==> config.mk <==
export PLATFORM = sky130hd
export DESIGN_NAME = i2c_xfer_seq
export DESIGN_NICKNAME = d
export VERILOG_FILES = /design/src/rtl/i2cseq_pkg.sv /design/src/rtl/i2cseq_regs.sv /design/src/rtl/i2cseq_bufs.sv /design/src/rtl/i2cseq_fsm.sv /design/src/rtl/i2c_xfer_seq.sv
export SDC_FILE = /design/constraint.sdc
export NUM_CORES = 1
export LEC_CHECK = 0
export BUFFER_PORTS_ARGS = -buffer_cell sky130_fd_sc_hd__buf_2
export CORE_MARGIN = 2
export CORE_UTILIZATION = 40
export DETAILED_ROUTE_END_ITERATION = 6
export PLACE_DENSITY = 0.69
export SLEW_MARGIN = 20
export SYNTH_ARGS = -nofsm -noshare
export SYNTH_HDL_FRONTEND = slang
export SYNTH_SLANG_ARGS = --single-unit
==> constraint.sdc <==
create_clock -name clk -period 3.19 [get_ports clk]
set_input_delay 0.4785 -clock clk [delete_from_list [all_inputs] [get_ports clk]]
set_output_delay 0.4785 -clock clk [all_outputs]
set_load 0.005 [all_outputs]
==> src/rtl/i2cseq_pkg.sv <==
`timescale 1ns/1ps
package i2cseq_pkg;
  typedef enum logic [1:0] {OP_START = 2'd0, OP_STOP = 2'd1, OP_WRITE = 2'd2, OP_READ = 2'd3} bus_op_e;
  typedef enum logic [1:0] {MODE_TX = 2'd0, MODE_REGTX = 2'd1, MODE_RX = 2'd2, MODE_RX2 = 2'd3} xfer_mode_e;
  typedef struct packed {
    logic       act_nack;
    logic       last_nack;
    logic       stop;
    logic       start;
    logic [1:0] mode;
    logic       en;
  } ctrl_t;
  typedef enum logic [3:0] {
    S_IDLE, S_START, S_ADDR, S_RESTART, S_RADDR, S_TX, S_RX, S_HOLD, S_STOP
  } seq_state_e;
  localparam int EV_W      = 7;
  localparam int EV_BTX    = 0;
  localparam int EV_BRX    = 1;
  localparam int EV_TXDONE = 2;
  localparam int EV_RXDONE = 3;
  localparam int EV_START  = 4;
  localparam int EV_STOP   = 5;
  localparam int EV_NACK   = 6;
  localparam logic [6:0] A_CTRL  = 7'h00;
  localparam logic [6:0] A_DEV   = 7'h04;
  localparam logic [6:0] A_RAD   = 7'h08;
  localparam logic [6:0] A_TXCNT = 7'h0C;
  localparam logic [6:0] A_RXCNT = 7'h10;
  localparam logic [6:0] A_IEN   = 7'h14;
  localparam logic [6:0] A_IPD   = 7'h18;
  localparam logic [1:0] WIN_TX  = 2'b10;
  localparam logic [1:0] WIN_RX  = 2'b11;
endpackage

==> src/rtl/i2cseq_regs.sv <==
`timescale 1ns/1ps
module i2cseq_regs
  import i2cseq_pkg::*;
#(
  parameter int BUF_BYTES = 32,
  parameter int CNT_W     = $clog2(BUF_BYTES + 1)
) (
  input  logic             clk,
  input  logic             rst_n,
  input  logic             reg_wr,
  input  logic [6:0]       reg_addr,
  input  logic [31:0]      reg_wdata,
  input  logic [EV_W-1:0]  evt_set,
  output ctrl_t            ctrl,
  output logic [26:0]      dev_q,
  output logic [26:0]      rad_q,
  output logic [CNT_W-1:0] tx_cnt,
  output logic [CNT_W-1:0] rx_cnt,
  output logic             start_go,
  output logic             tx_go,
  output logic             rx_go,
  output logic [EV_W-1:0]  ien,
  output logic [EV_W-1:0]  ipd,
  output logic             irq
);
  function automatic logic [CNT_W-1:0] clamp(input logic [31:0] v);
    if (v > 32'(BUF_BYTES)) return CNT_W'(BUF_BYTES);
    return v[CNT_W-1:0];
  endfunction

  logic wr_ctrl, wr_ipd;
  assign wr_ctrl = reg_wr && (reg_addr == A_CTRL);
  assign wr_ipd  = reg_wr && (reg_addr == A_IPD);

  always_ff @(posedge clk or negedge rst_n) begin
    if (!rst_n) begin
      ctrl     <= '0;
      dev_q    <= '0;
      rad_q    <= '0;
      tx_cnt   <= '0;
      rx_cnt   <= '0;
      ien      <= '0;
      ipd      <= '0;
      start_go <= 1'b0;
      tx_go    <= 1'b0;
      rx_go    <= 1'b0;
    end else begin
      start_go <= wr_ctrl && reg_wdata[3] && reg_wdata[0];
      tx_go    <= reg_wr && (reg_addr == A_TXCNT);
      rx_go    <= reg_wr && (reg_addr == A_RXCNT);
      if (wr_ctrl) ctrl <= ctrl_t'(reg_wdata[6:0]);
      if (reg_wr && reg_addr == A_DEV) dev_q <= reg_wdata[26:0];
      if (reg_wr && reg_addr == A_RAD) rad_q <= reg_wdata[26:0];
      if (reg_wr && reg_addr == A_TXCNT) tx_cnt <= clamp(reg_wdata);
      if (reg_wr && reg_addr == A_RXCNT) rx_cnt <= clamp(reg_wdata);
      if (reg_wr && reg_addr == A_IEN) ien <= reg_wdata[EV_W-1:0];
      ipd <= (ipd & ~(wr_ipd ? reg_wdata[EV_W-1:0] : '0)) | evt_set;
    end
  end

  assign irq = |(ipd & ien);

  p_cnt_clamp_r8: assert property (@(posedge clk) disable iff (!rst_n)
    (tx_cnt <= CNT_W'(BUF_BYTES)) && (rx_cnt <= CNT_W'(BUF_BYTES)));
  p_w1c_r12: assert property (@(posedge clk) disable iff (!rst_n)
    (wr_ipd && evt_set == '0) |=> (ipd == ($past(ipd) & ~$past(reg_wdata[EV_W-1:0]))));
endmodule

==> src/rtl/i2cseq_bufs.sv <==
`timescale 1ns/1ps
module i2cseq_bufs #(
  parameter int BUF_BYTES = 32,
  parameter int WORDS     = BUF_BYTES / 4,
  parameter int WI_W      = $clog2(WORDS),
  parameter int IDX_W     = $clog2(BUF_BYTES)
) (
  input  logic             clk,
  input  logic             rst_n,
  input  logic             tx_wr,
  input  logic [WI_W-1:0]  wr_word,
  input  logic [31:0]      wdata,
  input  logic [IDX_W-1:0] tx_idx,
  output logic [7:0]       tx_byte,
  input  logic             rx_we,
  input  logic [IDX_W-1:0] rx_idx,
  input  logic [7:0]       rx_byte,
  input  logic [WI_W-1:0]  rd_word,
  output logic [31:0]      tx_word_o,
  output logic [31:0]      rx_word_o
);
  logic [WORDS*32-1:0] tx_flat;
  logic [WORDS*32-1:0] rx_flat;

  for (genvar w = 0; w < WORDS; w++) begin : g_txw
    logic [31:0] word_q;
    always_ff @(posedge clk or negedge rst_n) begin
      if (!rst_n) word_q <= '0;
      else if (tx_wr && wr_word == WI_W'(w)) word_q <= wdata;
    end
    assign tx_flat[w*32 +: 32] = word_q;
  end

  for (genvar b = 0; b < BUF_BYTES; b++) begin : g_rxb
    logic [7:0] byte_q;
    always_ff @(posedge clk or negedge rst_n) begin
      if (!rst_n) byte_q <= '0;
      else if (rx_we && rx_idx == IDX_W'(b)) byte_q <= rx_byte;
    end
    assign rx_flat[b*8 +: 8] = byte_q;
  end

  assign tx_byte   = tx_flat[tx_idx*8 +: 8];
  assign tx_word_o = tx_flat[rd_word*32 +: 32];
  assign rx_word_o = rx_flat[rd_word*32 +: 32];
endmodule

==> src/rtl/i2cseq_fsm.sv <==
`timescale 1ns/1ps
module i2cseq_fsm
  import i2cseq_pkg::*;
#(
  parameter int BUF_BYTES = 32,
  parameter int CNT_W     = $clog2(BUF_BYTES + 1),
  parameter int IDX_W     = $clog2(BUF_BYTES)
) (
  input  logic             clk,
  input  logic             rst_n,
  input  ctrl_t            ctrl,
  input  logic [26:0]      dev_q,
  input  logic [26:0]      rad_q,
  input  logic [CNT_W-1:0] tx_cnt,
  input  logic [CNT_W-1:0] rx_cnt,
  input  logic             start_go,
  input  logic             tx_go,
  input  logic             rx_go,
  input  logic [7:0]       tx_byte,
  output logic [IDX_W-1:0] tx_idx,
  output logic             rx_we,
  output logic [IDX_W-1:0] rx_idx,
  output logic [EV_W-1:0]  evt_set,
  output logic             cmd_valid,
  input  logic             cmd_ready,
  output logic [1:0]       cmd_op,
  output logic [7:0]       cmd_data,
  output logic             cmd_nack,
  input  logic             rsp_valid,
  output logic             rsp_ready,
  input  logic             rsp_nack
);
  localparam logic [2:0] A_NONE = 3'd6;

  seq_state_e       state;
  logic             waiting;
  logic [CNT_W-1:0] byte_idx;
  logic [2:0]       aidx;
  logic [EV_W-1:0]  evt_q;

  function automatic logic [2:0] seek(input logic [5:0] v, input logic [2:0] from);
    logic [2:0] r;
    r = A_NONE;
    for (int k = 5; k >= 0; k--)
      if (v[k] && k >= int'(from)) r = 3'(k);
    return r;
  endfunction

  logic [5:0]       avalid;
  logic [2:0]       a_first, a_next, aidx_nx;
  logic [7:0]       abyte;
  logic [CNT_W-1:0] idx_nx;
  logic             issuing, rsp_fire, nack_stop, rx_last;
  logic             mode_tx;

  assign avalid   = {rad_q[26:24], dev_q[26:24]};
  assign aidx_nx  = aidx + 3'd1;
  assign a_first  = seek(avalid, 3'd0);
  assign a_next   = seek(avalid, aidx_nx);
  assign idx_nx   = byte_idx + 1'b1;
  assign rx_last  = (idx_nx == rx_cnt);
  assign mode_tx  = (ctrl.mode == MODE_TX);
  assign tx_idx   = byte_idx[IDX_W-1:0];
  assign rx_idx   = byte_idx[IDX_W-1:0];

  always_comb begin
    case (aidx)
      3'd0:    abyte = dev_q[7:0];
      3'd1:    abyte = dev_q[15:8];
      3'd2:    abyte = dev_q[23:16];
      3'd3:    abyte = rad_q[7:0];
      3'd4:    abyte = rad_q[15:8];
      default: abyte = rad_q[23:16];
    endcase
  end

  always_comb begin
    cmd_op   = OP_START;
    cmd_data = 8'h00;
    cmd_nack = 1'b0;
    issuing  = 1'b1;
    case (state)
      S_START, S_RESTART: cmd_op = OP_START;
      S_ADDR:  begin cmd_op = OP_WRITE; cmd_data = abyte; end
      S_RADDR: begin cmd_op = OP_WRITE; cmd_data = dev_q[7:0] | 8'h01; end
      S_TX:    begin cmd_op = OP_WRITE; cmd_data = tx_byte; end
      S_RX:    begin cmd_op = OP_READ; cmd_nack = rx_last && ctrl.last_nack; end
      S_STOP:  cmd_op = OP_STOP;
      default: issuing = 1'b0;
    endcase
  end

  assign cmd_valid = ctrl.en && issuing && !waiting;
  assign rsp_ready = waiting;
  assign rsp_fire  = ctrl.en && waiting && rsp_valid;
  assign nack_stop = rsp_nack && ctrl.act_nack;
  assign rx_we     = rsp_fire && (state == S_RX);
  assign evt_set   = evt_q;

  always_ff @(posedge clk or negedge rst_n) begin
    if (!rst_n) begin
      state    <= S_IDLE;
      waiting  <= 1'b0;
      byte_idx <= '0;
      aidx     <= '0;
      evt_q    <= '0;
    end else begin
      evt_q <= '0;
      if (!ctrl.en) begin
        state   <= S_IDLE;
        waiting <= 1'b0;
      end else begin
        if (cmd_valid && cmd_ready) waiting <= 1'b1;
        case (state)
          S_IDLE: if (start_go) state <= S_START;
          S_HOLD: begin
            byte_idx <= '0;
            if (ctrl.stop) state <= S_STOP;
            else if (tx_go && mode_tx) begin
              state <= (tx_cnt == '0) ? S_HOLD : S_TX;
              evt_q[EV_TXDONE] <= (tx_cnt == '0);
            end else if (rx_go && !mode_tx) begin
              state <= (rx_cnt == '0) ? S_HOLD : S_RX;
              evt_q[EV_RXDONE] <= (rx_cnt == '0);
            end
          end
          default: if (rsp_fire) begin
            waiting <= 1'b0;
            case (state)
              S_START: begin
                evt_q[EV_START] <= 1'b1;
                byte_idx <= '0;
                if (mode_tx) begin
                  state <= (tx_cnt == '0) ? S_HOLD : S_TX;
                  evt_q[EV_TXDONE] <= (tx_cnt == '0);
                end else if (ctrl.mode == MODE_REGTX) begin
                  aidx  <= a_first;
                  state <= (a_first == A_NONE) ? S_RESTART : S_ADDR;
                end else begin
                  state <= (rx_cnt == '0) ? S_HOLD : S_RX;
                  evt_q[EV_RXDONE] <= (rx_cnt == '0);
                end
              end
              S_ADDR: begin
                evt_q[EV_BTX] <= 1'b1;
                if (nack_stop) begin
                  evt_q[EV_NACK] <= 1'b1;
                  state <= S_STOP;
                end else begin
                  aidx  <= a_next;
                  state <= (a_next == A_NONE) ? S_RESTART : S_ADDR;
                end
              end
              S_RESTART: begin
                evt_q[EV_START] <= 1'b1;
                state <= S_RADDR;
              end
              S_RADDR: begin
                evt_q[EV_BTX] <= 1'b1;
                byte_idx <= '0;
                if (nack_stop) begin
                  evt_q[EV_NACK] <= 1'b1;
                  state <= S_STOP;
                end else begin
                  state <= (rx_cnt == '0) ? S_HOLD : S_RX;
                  evt_q[EV_RXDONE] <= (rx_cnt == '0);
                end
              end
              S_TX: begin
                evt_q[EV_BTX] <= 1'b1;
                if (nack_stop) begin
                  evt_q[EV_NACK] <= 1'b1;
                  state <= S_STOP;
                end else if (idx_nx == tx_cnt) begin
                  evt_q[EV_TXDONE] <= 1'b1;
                  state <= S_HOLD;
                end else byte_idx <= idx_nx;
              end
              S_RX: begin
                evt_q[EV_BRX] <= 1'b1;
                if (rx_last) begin
                  evt_q[EV_RXDONE] <= 1'b1;
                  state <= S_HOLD;
                end else byte_idx <= idx_nx;
              end
              S_STOP: begin
                evt_q[EV_STOP] <= 1'b1;
                state <= S_IDLE;
              end
              default: state <= S_IDLE;
            endcase
          end
        endcase
      end
    end
  end

  p_cmd_hold_r13: assert property (@(posedge clk) disable iff (!rst_n)
    (cmd_valid && !cmd_ready) |=> (!ctrl.en || (cmd_valid && $stable(cmd_op))));
  p_one_outstanding_r13: assert property (@(posedge clk) disable iff (!rst_n)
    rsp_ready |-> !cmd_valid);
  p_start_idle_r9: assert property (@(posedge clk) disable iff (!rst_n)
    (state != S_IDLE && state != S_START) |=> (state != S_START));
  p_abort_r10: assert property (@(posedge clk) disable iff (!rst_n)
    !ctrl.en |=> (state == S_IDLE && !waiting));
  p_rx_nack_r5: assert property (@(posedge clk) disable iff (!rst_n)
    (cmd_valid && cmd_op == OP_READ && cmd_nack) |-> ctrl.last_nack);
endmodule

==> src/rtl/i2c_xfer_seq.sv <==
`timescale 1ns/1ps
module i2c_xfer_seq
  import i2cseq_pkg::*;
#(
  parameter int BUF_BYTES = 32
) (
  input  logic        clk,
  input  logic        rst_n,
  input  logic        reg_wr,
  input  logic [6:0]  reg_addr,
  input  logic [31:0] reg_wdata,
  output logic [31:0] reg_rdata,
  output logic        cmd_valid,
  input  logic        cmd_ready,
  output logic [1:0]  cmd_op,
  output logic [7:0]  cmd_data,
  output logic        cmd_nack,
  input  logic        rsp_valid,
  output logic        rsp_ready,
  input  logic [7:0]  rsp_data,
  input  logic        rsp_nack,
  output logic        irq
);
  localparam int CNT_W = $clog2(BUF_BYTES + 1);
  localparam int IDX_W = $clog2(BUF_BYTES);
  localparam int WORDS = BUF_BYTES / 4;
  localparam int WI_W  = $clog2(WORDS);

  ctrl_t            ctrl;
  logic [26:0]      dev_q, rad_q;
  logic [CNT_W-1:0] tx_cnt, rx_cnt;
  logic             start_go, tx_go, rx_go;
  logic [EV_W-1:0]  ien, ipd, evt_set;
  logic [IDX_W-1:0] tx_idx, rx_idx;
  logic [7:0]       tx_byte;
  logic             rx_we;
  logic [31:0]      tx_word, rx_word;
  logic             tx_wr;

  assign tx_wr = reg_wr && (reg_addr[6:5] == WIN_TX);

  i2cseq_regs #(.BUF_BYTES(BUF_BYTES), .CNT_W(CNT_W)) u_regs (
    .clk(clk), .rst_n(rst_n), .reg_wr(reg_wr), .reg_addr(reg_addr),
    .reg_wdata(reg_wdata), .evt_set(evt_set), .ctrl(ctrl), .dev_q(dev_q),
    .rad_q(rad_q), .tx_cnt(tx_cnt), .rx_cnt(rx_cnt), .start_go(start_go),
    .tx_go(tx_go), .rx_go(rx_go), .ien(ien), .ipd(ipd), .irq(irq)
  );

  i2cseq_bufs #(.BUF_BYTES(BUF_BYTES)) u_bufs (
    .clk(clk), .rst_n(rst_n), .tx_wr(tx_wr), .wr_word(reg_addr[WI_W+1:2]),
    .wdata(reg_wdata), .tx_idx(tx_idx), .tx_byte(tx_byte), .rx_we(rx_we),
    .rx_idx(rx_idx), .rx_byte(rsp_data), .rd_word(reg_addr[WI_W+1:2]),
    .tx_word_o(tx_word), .rx_word_o(rx_word)
  );

  i2cseq_fsm #(.BUF_BYTES(BUF_BYTES), .CNT_W(CNT_W), .IDX_W(IDX_W)) u_fsm (
    .clk(clk), .rst_n(rst_n), .ctrl(ctrl), .dev_q(dev_q), .rad_q(rad_q),
    .tx_cnt(tx_cnt), .rx_cnt(rx_cnt), .start_go(start_go), .tx_go(tx_go),
    .rx_go(rx_go), .tx_byte(tx_byte), .tx_idx(tx_idx), .rx_we(rx_we),
    .rx_idx(rx_idx), .evt_set(evt_set), .cmd_valid(cmd_valid),
    .cmd_ready(cmd_ready), .cmd_op(cmd_op), .cmd_data(cmd_data),
    .cmd_nack(cmd_nack), .rsp_valid(rsp_valid), .rsp_ready(rsp_ready),
    .rsp_nack(rsp_nack)
  );

  always_comb begin
    reg_rdata = '0;
    if (reg_addr[6:5] == WIN_TX) reg_rdata = tx_word;
    else if (reg_addr[6:5] == WIN_RX) reg_rdata = rx_word;
    else begin
      case (reg_addr)
        A_CTRL:  reg_rdata = {25'd0, ctrl};
        A_DEV:   reg_rdata = {5'd0, dev_q};
        A_RAD:   reg_rdata = {5'd0, rad_q};
        A_TXCNT: reg_rdata = 32'(tx_cnt);
        A_RXCNT: reg_rdata = 32'(rx_cnt);
        A_IEN:   reg_rdata = 32'(ien);
        A_IPD:   reg_rdata = 32'(ipd);
        default: reg_rdata = '0;
      endcase
    end
  end

  p_irq_follows_r12: assert property (@(posedge clk) disable iff (!rst_n)
    (ien == '0) |-> !irq);
endmodule

# Word-level counts from Yosys, hierarchy flattened
# Cells that the tools add are included.
# Widths: inputs -> output; s select.
[totals]
register_bits = 623
latchBits = 0
mem_bits_rw = 0
mem_bits_ro = 0
out_inout_bits = 46
memories = 0
[classes]
addsub = 2
n_mul = 0
n_div = 0
magnitude_cmp = 7
eq_ne = 74
n_shift = 3
muxes = 84
bitwise = 6
reduce_logical = 88
[op_table]
columns = ["op", "n"]
rows = [
  ["$shiftx 256x9->32", 2],
  ["$shiftx 256x9->8", 1],
  ["$pmux 27 s7", 1],
  ["$eq 5x5->1 const B", 16],
  ["$logic_and 1x1->1", 66],
  ["$mux 32", 2],
  ["$mux 4", 13],
  ["$mux 3", 14],
  ["$mux 6", 7],
  ["$eq 5x4->1 const B", 8],
  ["$pmux 8 s5", 1],
  ["$gt 32x6->1 const B", 1],
  ["$mux 1", 28],
  ["$pmux 4 s6", 1],
  ["$pmux 8 s3", 1],
  ["$eq 3x3->1 const B", 7],
  ["$eq 7x5->1 const B", 3],
  ["$mux 7", 3],
  ["$eq 5x3->1 const B", 4],
  ["$pmux 6 s3", 1],
  ["$eq 4x3->1 const B", 4],
  ["$and 7x7->7", 2],
  ["$eq 7x4->1 const B", 2],
  ["$reduce_and 7->1", 2],
  ["other kinds (47)", 74],
]

# Logic depth before layout (Yosys ltp)
# Gate-level depths: netlist (run 1).
[logic_depth]
word_depth = 16
depth_mapped = 12
depth_no_buf = 9

# Hierarchy
# Synthesis (run 1) repeated with hierarchy kept, for this count alone.
[hier_totals]
cells_unflattened = 2220
hier_area_um2 = 32258.4
[by_module_without_submodules]
columns = ["module", "n_inst", "cells_per_inst", "area_per_inst_um2", "seq_area_each_um2"]
rows = [
  ["i2cseq_bufs", 1, 1481, 24912.6, 12812.3],
  ["i2cseq_regs", 1, 245, 3633.5, 2252.2],
  ["i2cseq_fsm", 1, 323, 2482.4, 525.5],
  ["i2c_xfer_seq", 1, 171, 1229.9, 0.0],
]

# Least setup slack after synthesis (run 1)
# Ideal clock, no wire load.
[synth_path]
kind = "flip-flop to flip-flop"
startpoint = "register u_fsm.byte_idx[3]"
endpoint = "register u_fsm.byte_idx[0]"
t_arrival_ps = 3149
slack_ps = -84
path_stages_with_launch = 13
cell_sequence = "dfrtp_1 buf_2 buf_1 clkbuf_1 and3_1 ha_1 xor2_1 nand3_1 or3_1 nor3_1 or3_1 buf_2 mux2_2"
[synth_between]
elab_chain_len = 4
elab_cells_between_ends = 6
cone_classes = "1 x add/sub; 4 x eq/ne; 1 x reduce/logical"
[synth_rtl]
columns = ["element", "line", "text"]
rows = [
  ["start, declared", "i2cseq_fsm.sv:37", "logic [CNT_W-1:0] byte_idx;"],
  ["start signal, assigned", "i2cseq_fsm.sv:177", "end else byte_idx <= idx_nx;"],
  ["start signal, assigned", "i2cseq_fsm.sv:184", "end else byte_idx <= idx_nx;"],
  ["$add 6x1->6 *", "i2cseq_fsm.sv:60", "assign idx_nx = byte_idx + 1'b1;"],
  ["$eq 6x6->1, on equally long branches", "i2cseq_fsm.sv:61, i2cseq_fsm.sv:174", ""],
  ["$ne 3x3->1 (no line)", "-", ""],
  ["$reduce_and 7->1 (no line) *", "-", ""],
]
# Every way passes the cells marked *; elsewhere a longest branch is shown, timed or not.
# A chain may end at the register's enable or synchronous reset.

# Worst setup path in the final report (run 1)
[layout_path]
startpoint = "register u_fsm.byte_idx[0]"
endpoint = "output port cmd_data[2]"
[layout_between]
elab_chain_len = 2
[layout_rtl]
columns = ["element", "line", "text"]
rows = [
  ["$shiftx 256x9->8", "i2cseq_bufs.sv:43", "assign tx_byte = tx_flat[tx_idx*8 +: 8];"],
  ["$pmux 8 s3", "i2cseq_fsm.sv:82", "case (state)"],
  ["end, declared", "i2c_xfer_seq.sv:16", "output logic [7:0] cmd_data,"],
]
# Every way passes these cells.

==> flow_metrics.env, run 1 <==
export IMPL_fin_area_sq_mm=0.03770
export IMPL_period_share_pct=112.2
export IMPL_cp_cell_sequence="buf_12 -> buf_16 -> mux4_2 -> mux4_2 -> a22oi_2 -> o211ai_1 -> buf_2"
export IMPL_cp_required_ns=2.71
export IMPL_area_growth_pct=18.35
export IMPL_die_area_sq_mm=0.08191
export IMPL_yosysSeqAreaShare_pct=48.94
export IMPL_arrival_ns=3.10
export IMPL_place_inst=3306
export IMPL_setup_slack_ns=-0.3897
export IMPL_cts_buffer_depth=3
export IMPL_grt_max_degree=88
export IMPL_port_buffers=98
export IMPL_rsz0062_at_grt="true"
export IMPL_max_slew_worst_pin_slew_ns=0.7722
export IMPL_final_fill_count=6705
export IMPL_wl_per_cell_microns=27.31
export IMPL_final_common_cell="dfrtp_1"
export IMPL_slowest_delay_ns=0.56
export IMPL_syn_nets=2269
export IMPL_clkTransAtPathRegs_ns=0.06
export IMPL_first_pass_iters=7
export IMPL_setup_worst_path_end_class="output port"
export IMPL_criticalPathCategory="reg2out"
export IMPL_clock_latency_ns=0.65
export IMPL_start_util_pct=40.39
export IMPL_root_buffer="clkbuf_16"
export IMPL_synth_main_ff_cell="dfrtp_1"
export IMPL_relSlewSlack_pct=47.84
export IMPL_critPathSlowestCell="dfrtp_4"
export IMPL_hpwlAfterDp_mm=63.36
export IMPL_p_leak_nw=17.05
export IMPL_setup_tns_ns=-3.403
export IMPL_drt_initial_drc_count=2406
export IMPL_synth_seq_cells=623
export IMPL_fmax_mhz=279.4
export IMPL_die_y_microns=286.2
export IMPL_ys_warn_count=0
export IMPL_antenna_found_initial=11
export IMPL_crit_fanout=6
export IMPL_drv_cap=0
export IMPL_syn_inst=2203
export IMPL_hold_path_depth=3
export IMPL_clock_sinks=623
export IMPL_first_global_vias=22180
export IMPL_synth_distinct_cells=72
export IMPL_layout_nets=2429
export IMPL_grt_use_total_pct=23.19
export IMPL_avgSynthCellArea_sq_um=14.46
export IMPL_placed_area_sq_mm=0.03442
export IMPL_postSynth_asyncResetShare_pct=100.0
export IMPL_via_per_inst=6.154
export IMPL_reg2regPathDepth=10
export IMPL_drive_gt1_share_pct=53.62
export IMPL_finalNonFillerCells=3479
export IMPL_coreArea_sq_mm=0.07887
export IMPL_multiInputGateArea_sq_mm=0.01566
export IMPL_ir_drop_uv=395.8
export IMPL_critPathTopFamily="multiplexers"
export IMPL_hold_class="in2reg"
export IMPL_setup_viol=10
export IMPL_synth_edf_count=0
export IMPL_finalWirelength_mm=95.01
export IMPL_cp_depth=7
export IMPL_numCtsBuffers=70
export IMPL_skew_ns=0.05883
export IMPL_synth_fa_ha_area_share_pct=0.5106
export IMPL_drc=0
export IMPL_synth_compound_area_share_pct=4.214
export IMPL_hold_violations=0
export IMPL_syn_area_sq_mm=0.03186
export IMPL_pwr_density_cell_mw_per_mm2=550.7
export IMPL_synth_area_mux_share_pct=38.24
export IMPL_rows=103
export IMPL_top_level_ports=99
export IMPL_die_x_microns=286.2
export IMPL_final_cell_mix="dfrtp_1, mux2_2, mux4_2"
export IMPL_synthSimpleGateAreaFrac_pct=5.059
export IMPL_holdWs_ns=0.1515
export IMPL_layout_min_cycle_time_ns=3.580
export IMPL_seq_area_sq_mm=0.01560
export IMPL_critPathLaunchType="register"
export IMPL_antenna_left=0
export IMPL_gp_congestion=0.9557
export IMPL_overflow=0
export IMPL_synth_top_family_by_area="multiplexers"
export IMPL_cpMostUsedCell="mux4_2"
export IMPL_h_tree_depth=3
export IMPL_crit_buf_inv=3
export IMPL_grt_pass1_wl_mm=143.5
export IMPL_synth_xor_area_share_pct=0.4595
export IMPL_final_max_slew_violation_count=0
export IMPL_status="finished, violations left"
export IMPL_power_mw=20.76
export IMPL_violations="negative setup slack"
export IMPL_vias=21410
export IMPL_cts_tree="done"
logic make-up (layout without fill, tap and decap cells):
| group | after synthesis | count (layout) |
|---|---|---|
| compound gates | 188 | 188 |
| xor+xnor | 15 | 15 |
| fa+ha+maj | 13 | 13 |
| buf+inv | 203 | 419 |
| flops | 623 | 623 |
| mux | 868 | 868 |
| other cells | 0 | 10 |
| simple gates | 293 | 293 |
final cells by class:
class	count	share of cell area, %
Clock buffer	97	5.234
Tap cell	1050	3.485
Inverter	19	0.1892
Clock inverter	31	1.550
Antenna cell	10	0.06638
Multi-Input combinational cell	1377	41.55
Timing Repair Buffer	272	6.558
Sequential cell	623	41.37
flip-flops by register name, summed over array words and instances (netlist names):
name and cells:
u_fsm.state 4, u_regs.start_go 1, u_fsm.evt_set 7, u_regs.rx_cnt 6, u_regs.ipd 7, u_regs.rx_go 1
u_regs.rad_q 27, u_fsm.rsp_ready 1, u_regs.dev_q 27, u_bufs.g_txw.word_q 256, u_regs.ien 7, u_fsm.byte_idx 6
u_fsm.aidx 3, u_bufs.g_rxb.byte_q 256, u_regs.tx_go 1, u_regs.tx_cnt 6, u_regs.ctrl 7
synth_stat cells, drive strengths merged, types with 13 or more instances:
| cell | number | area, sq um |
|---|---|---|
| a21oi | 21 | 105.1 |
| a221oi | 13 | 113.9 |
| a222oi | 25 | 250.2 |
| a31oi | 14 | 87.58 |
| buf | 72 | 329.1 |
| clkbuf | 112 | 420.4 |
| dfrtp | 623 | 15590 |
| ha | 13 | 162.7 |
| inv | 19 | 71.32 |
| mux2 | 609 | 6858 |
| mux2i | 41 | 410.4 |
| mux4 | 218 | 4913 |
| nand2 | 83 | 334.1 |
| nand2b | 15 | 93.84 |
| nand3 | 32 | 195.2 |
| nor2 | 78 | 395.4 |
| nor3 | 23 | 146.4 |
| o21ai | 43 | 215.2 |
worst paths after layout:
kind | from | endpoint | slack, ns
max | u_fsm.byte_idx[0]$_DFFE_PN0P_ | cmd_data[2] | -0.39
min | cmd_ready | u_fsm.rsp_ready$_DFF_PN0_ | 0.15
max reg2reg | u_fsm.byte_idx[0]$_DFFE_PN0P_ | u_fsm.byte_idx[0]$_DFFE_PN0P_ | 0.18
min reg2reg | u_fsm.evt_set[1]$_DFF_PN0_ | u_regs.ipd[1]$_DFF_PN0_ | 0.41
max in group asynchronous | rst_n | u_bufs.g_rxb[22].byte_q[6]$_DFFE_PN0P_ | 1.71
min in group asynchronous | rst_n | u_bufs.g_txw[5].word_q[19]$_DFFE_PN0P_ | 0.49
where the power goes:
part / total, mW / internal, mW / switching [mW]
combinational: 2.64 / 1.46 / 1.18
sequential: 9.30 / 8.63 / 0.665
clock: 8.82 / 5.26 / 3.57
worst min-delay path, cell delays in order:
cell	delay (ns)
buf_2	0.08
a41oi_1	0.10
nor2_1	0.10
per-layer routing:
metal,GRT usage [%],wire length (microns),up-vias
li1,-,-,8752
met3,4.515,7597,217
met5,0,13,-
met1,32.15,39490,11410
met4,10.92,4436,2
met2,35.30,43470,1033
timing repair:
item,4_1_cts,5_1_grt
hold endpoints to repair,76,0
pin swaps,20,15
endpoints found under the setup margin,19,33
buffers inserted,22,5
cloned,5,2
gates resized for setup,38,20
hold buffers,1,0
through the flow:
stage / setup WS [ns] / util [%]
6_report: -0.3897 / 47.80
5_1_grt: -0.4727 / 47.79
4_1_cts: -0.4585 / 47.54
3_5_place_dp: -0.1714 / 43.64
3_3_place_gp: -0.1778 / 43.64
2_1_floorplan: 0.03929 / -
Note: power is estimated with default switching activity, not from simulation.
==> run 2: changes to the inputs <==
--- a/config.mk
+++ b/config.mk
@@ -5,6 +5,7 @@
 export SDC_FILE = /design/constraint.sdc
 export NUM_CORES = 1
 export LEC_CHECK = 0
+export ABC_AREA = 1
 export BUFFER_PORTS_ARGS = -buffer_cell sky130_fd_sc_hd__buf_2
 export CORE_MARGIN = 2
 export CORE_UTILIZATION = 40
==> flow_metrics.env, run 2 <==
export IMPL_layout_min_cycle_time_ns=3.243
export IMPL_setup_viol=1
export IMPL_final_core_utilization_pct=47.32
export IMPL_critPathLaunchType="register"
export IMPL_setup_worst_path_end_class="output port"
export IMPL_clkTransAtPathRegs_ns=0.06
export IMPL_ys_warn_count=0
export IMPL_cpMostUsedCell="nand3_1"
export IMPL_rows=101
export IMPL_crit_buf_inv=3
export IMPL_yosysSeqAreaShare_pct=50.76
export IMPL_violations="design-rule violations, negative setup slack"
export IMPL_max_slew_worst_pin_slew_ns=1.055
export IMPL_ir_drop_uv=365.9
export IMPL_drv_cap=0
export IMPL_arrival_ns=2.76
export IMPL_grt_pass1_wl_mm=171.5
export IMPL_synth_top_area_share_pct=50.76
export IMPL_crit_fanout=21
export IMPL_critPathSlowestCell="dfrtp_2"
export IMPL_synthTopCellsByCount="nand2_1, o21ai_0, dfrtp_1, inv_1, clkbuf_1"
export IMPL_finalWirelength_mm=116.6
export IMPL_top_level_ports=99
export IMPL_place_inst=4884
export IMPL_final_fill_count=7245
export IMPL_start_util_pct=40.44
export IMPL_synth_distinct_cells=48
export IMPL_cts_buffer_depth=3
export IMPL_cts_tree="done"
export IMPL_syn_area_sq_mm=0.03071
export IMPL_gp_congestion=1.012
export IMPL_hpwlAfterDp_mm=75.82
export IMPL_finalNonFillerCells=5037
export IMPL_synth_area_top_cells="dfrtp_1, nand2_1, o21ai_0"
export IMPL_synth_main_ff_cell="dfrtp_1"
export IMPL_setup_slack_ns=-0.05291
export IMPL_first_global_vias=27310
export IMPL_rsz0062_at_grt="true"
export IMPL_port_buffers=98
export IMPL_yosysTopAreaCell="dfrtp_1"
export IMPL_numCtsBuffers=66
export IMPL_clock_sinks=623
export IMPL_root_buffer="clkbuf_16"
export IMPL_hold_violations=0
export IMPL_die_x_microns=281.1
export IMPL_final_cell_mix="nand2_1, o21ai_0, dfrtp_1"
export IMPL_synth_edf_count=0
export IMPL_avgSynthCellArea_sq_um=7.940
export IMPL_postSynth_asyncResetShare_pct=100.0
export IMPL_relSlewSlack_pct=29.60
export IMPL_final_common_cell="nand2_1"
export IMPL_slowest_delay_ns=0.48
export IMPL_drc=4
export IMPL_status="finished, violations left"
export IMPL_drive_gt1_share_pct=12.18
export IMPL_synth_seq_cells=623
export IMPL_antenna_left=0
export IMPL_first_pass_iters=7
export IMPL_drt_initial_drc_count=4209
export IMPL_hold_class="in2reg"
export IMPL_cp_required_ns=2.71
export IMPL_critPathTopFamily="compound AO/OA/AOI/OAI gates"
export IMPL_wl_per_cell_microns=23.14
export IMPL_clock_latency_ns=0.62
export IMPL_cp_cell_sequence="inv_4 -> buf_12 -> a21oi_1 -> o21ai_2 -> o21ai_0 -> nand2_1 -> nand3_1 -> o211ai_1 -> nand3_1 -> buf_2"
export IMPL_criticalPathCategory="reg2out"
export IMPL_grt_use_total_pct=28.66
export IMPL_reg_top3="u_bufs.g_rxb.byte_q (256), u_bufs.g_txw.word_q (256)"
export IMPL_pre_cts_ws_ns=0.1559
export IMPL_die_y_microns=281.1
export IMPL_grt_max_degree=77
export IMPL_via_per_inst=5.905
export IMPL_overflow=0
export IMPL_period_share_pct=101.7
export IMPL_yosysMostFrequentCell="nand2_1"
export IMPL_vias=29740
export IMPL_p_leak_nw=16.13
export IMPL_h_tree_depth=3
export IMPL_area_growth_pct=17.02
export IMPL_skew_ns=0.02074
export IMPL_pwr_density_cell_mw_per_mm2=647.2
export IMPL_die_area_sq_mm=0.07901
export IMPL_syn_nets=3934
export IMPL_antenna_found_initial=1
export IMPL_layout_nets=4023
export IMPL_fmax_mhz=308.4
export IMPL_coreArea_sq_mm=0.07595
export IMPL_syn_inst=3868
export IMPL_final_max_slew_violation_count=0
## run 2: where the power goes
part | leakage (nW) | switching [mW] | internal (mW) | total, mW
Clock | 1.11 | 3.27 | 4.74 | 8.00
Sequential | 8.21 | 0.727 | 8.76 | 9.48
Combinational | 6.81 | 3.74 | 2.03 | 5.77
## run 2: layer usage
layer	global-route usage, %	share of wire, %	up-vias
li1	-	-	13230
met1	38.37	39	14130
met2	42.97	43	1925
met3	6.069	11	453
met4	16.47	6.8	0
met5	0	0	-
## run 2: worst paths after layout
kind                                                    start                                      to  slack (ns)  cells after the start
worst min register to register     u_fsm.evt_set[2]$_DFF_PN0_                 u_regs.ipd[2]$_DFF_PN0_        0.44                      1
worst min-delay path                            reg_wdata[30]  u_bufs.g_txw[7].word_q[30]$_DFFE_PN0P_        0.11                      3
min in group asynchronous                               rst_n  u_bufs.g_txw[2].word_q[27]$_DFFE_PN0P_        0.49                      2
worst max-delay path            u_fsm.byte_idx[1]$_DFFE_PN0P_                             cmd_data[2]       -0.05                     10
max in group asynchronous                               rst_n   u_bufs.g_rxb[8].byte_q[6]$_DFFE_PN0P_        1.79                      3
worst max register to register  u_fsm.byte_idx[0]$_DFFE_PN0P_              u_fsm.state[1]$_DFFE_PN0P_        0.21                     17
## run 2: worst reg2reg max path: cells and delay by family (launching register included)
kind	cells	cell delay, ns
compound gates	1	0.24
xor+xnor	1	0.15
fa+ha+maj	1	0.28
buf+inv	8	1.07
flops	1	0.47
simple gates	6	0.65
## run 2: stage by stage
stage                     TNS [ns]  power [mW]  hold WS, ns  area, sq um
after floorplan                  0       12.39       0.1829        30710
after CTS                 -0.05100       22.48      0.08834        35520
after detailed placement         0       14.27       0.4396        32950
after global routing       -0.1477       24.19       0.1141        35940
final                     -0.05291       23.26       0.1064        35940
after global placement           0       14.20       0.4245        32950
## run 2: cell families after synthesis
kind of cell	Yosys count	synth area share [%]
flops	623	50.76
simple gates	1515	20.48
buf+inv	524	6.608
xor+xnor	4	0.1141
fa+ha+maj	13	0.5296
compound gates	1189	21.51
## run 2: final cells by class
| type | instances | area [sq um] | share of cell area, % |
|---|---|---|---|
| Inverter | 263 | 1028 | 2.862 |
| Timing Repair inverter | 2 | 20.02 | 0.05570 |
| Sequential cell | 623 | 15600 | 43.40 |
| Tap cell | 1030 | 1289 | 3.586 |
| Antenna cell | 1 | 2.502 | 0.006963 |
| Multi-Input combinational cell | 2721 | 13270 | 36.93 |
| Clock buffer | 104 | 2091 | 5.817 |
| Timing Repair Buffer | 280 | 2494 | 6.938 |
| Clock inverter | 13 | 143.9 | 0.4003 |
## run 2: what timing repair did
item	in CTS	in global routing
setup endpoints to repair	9	13
resized for setup	42	54
cloned	3	9
hold buffers	1	0
hold endpoints to repair	55	0
buffers inserted	12	10
pin swaps	9	18
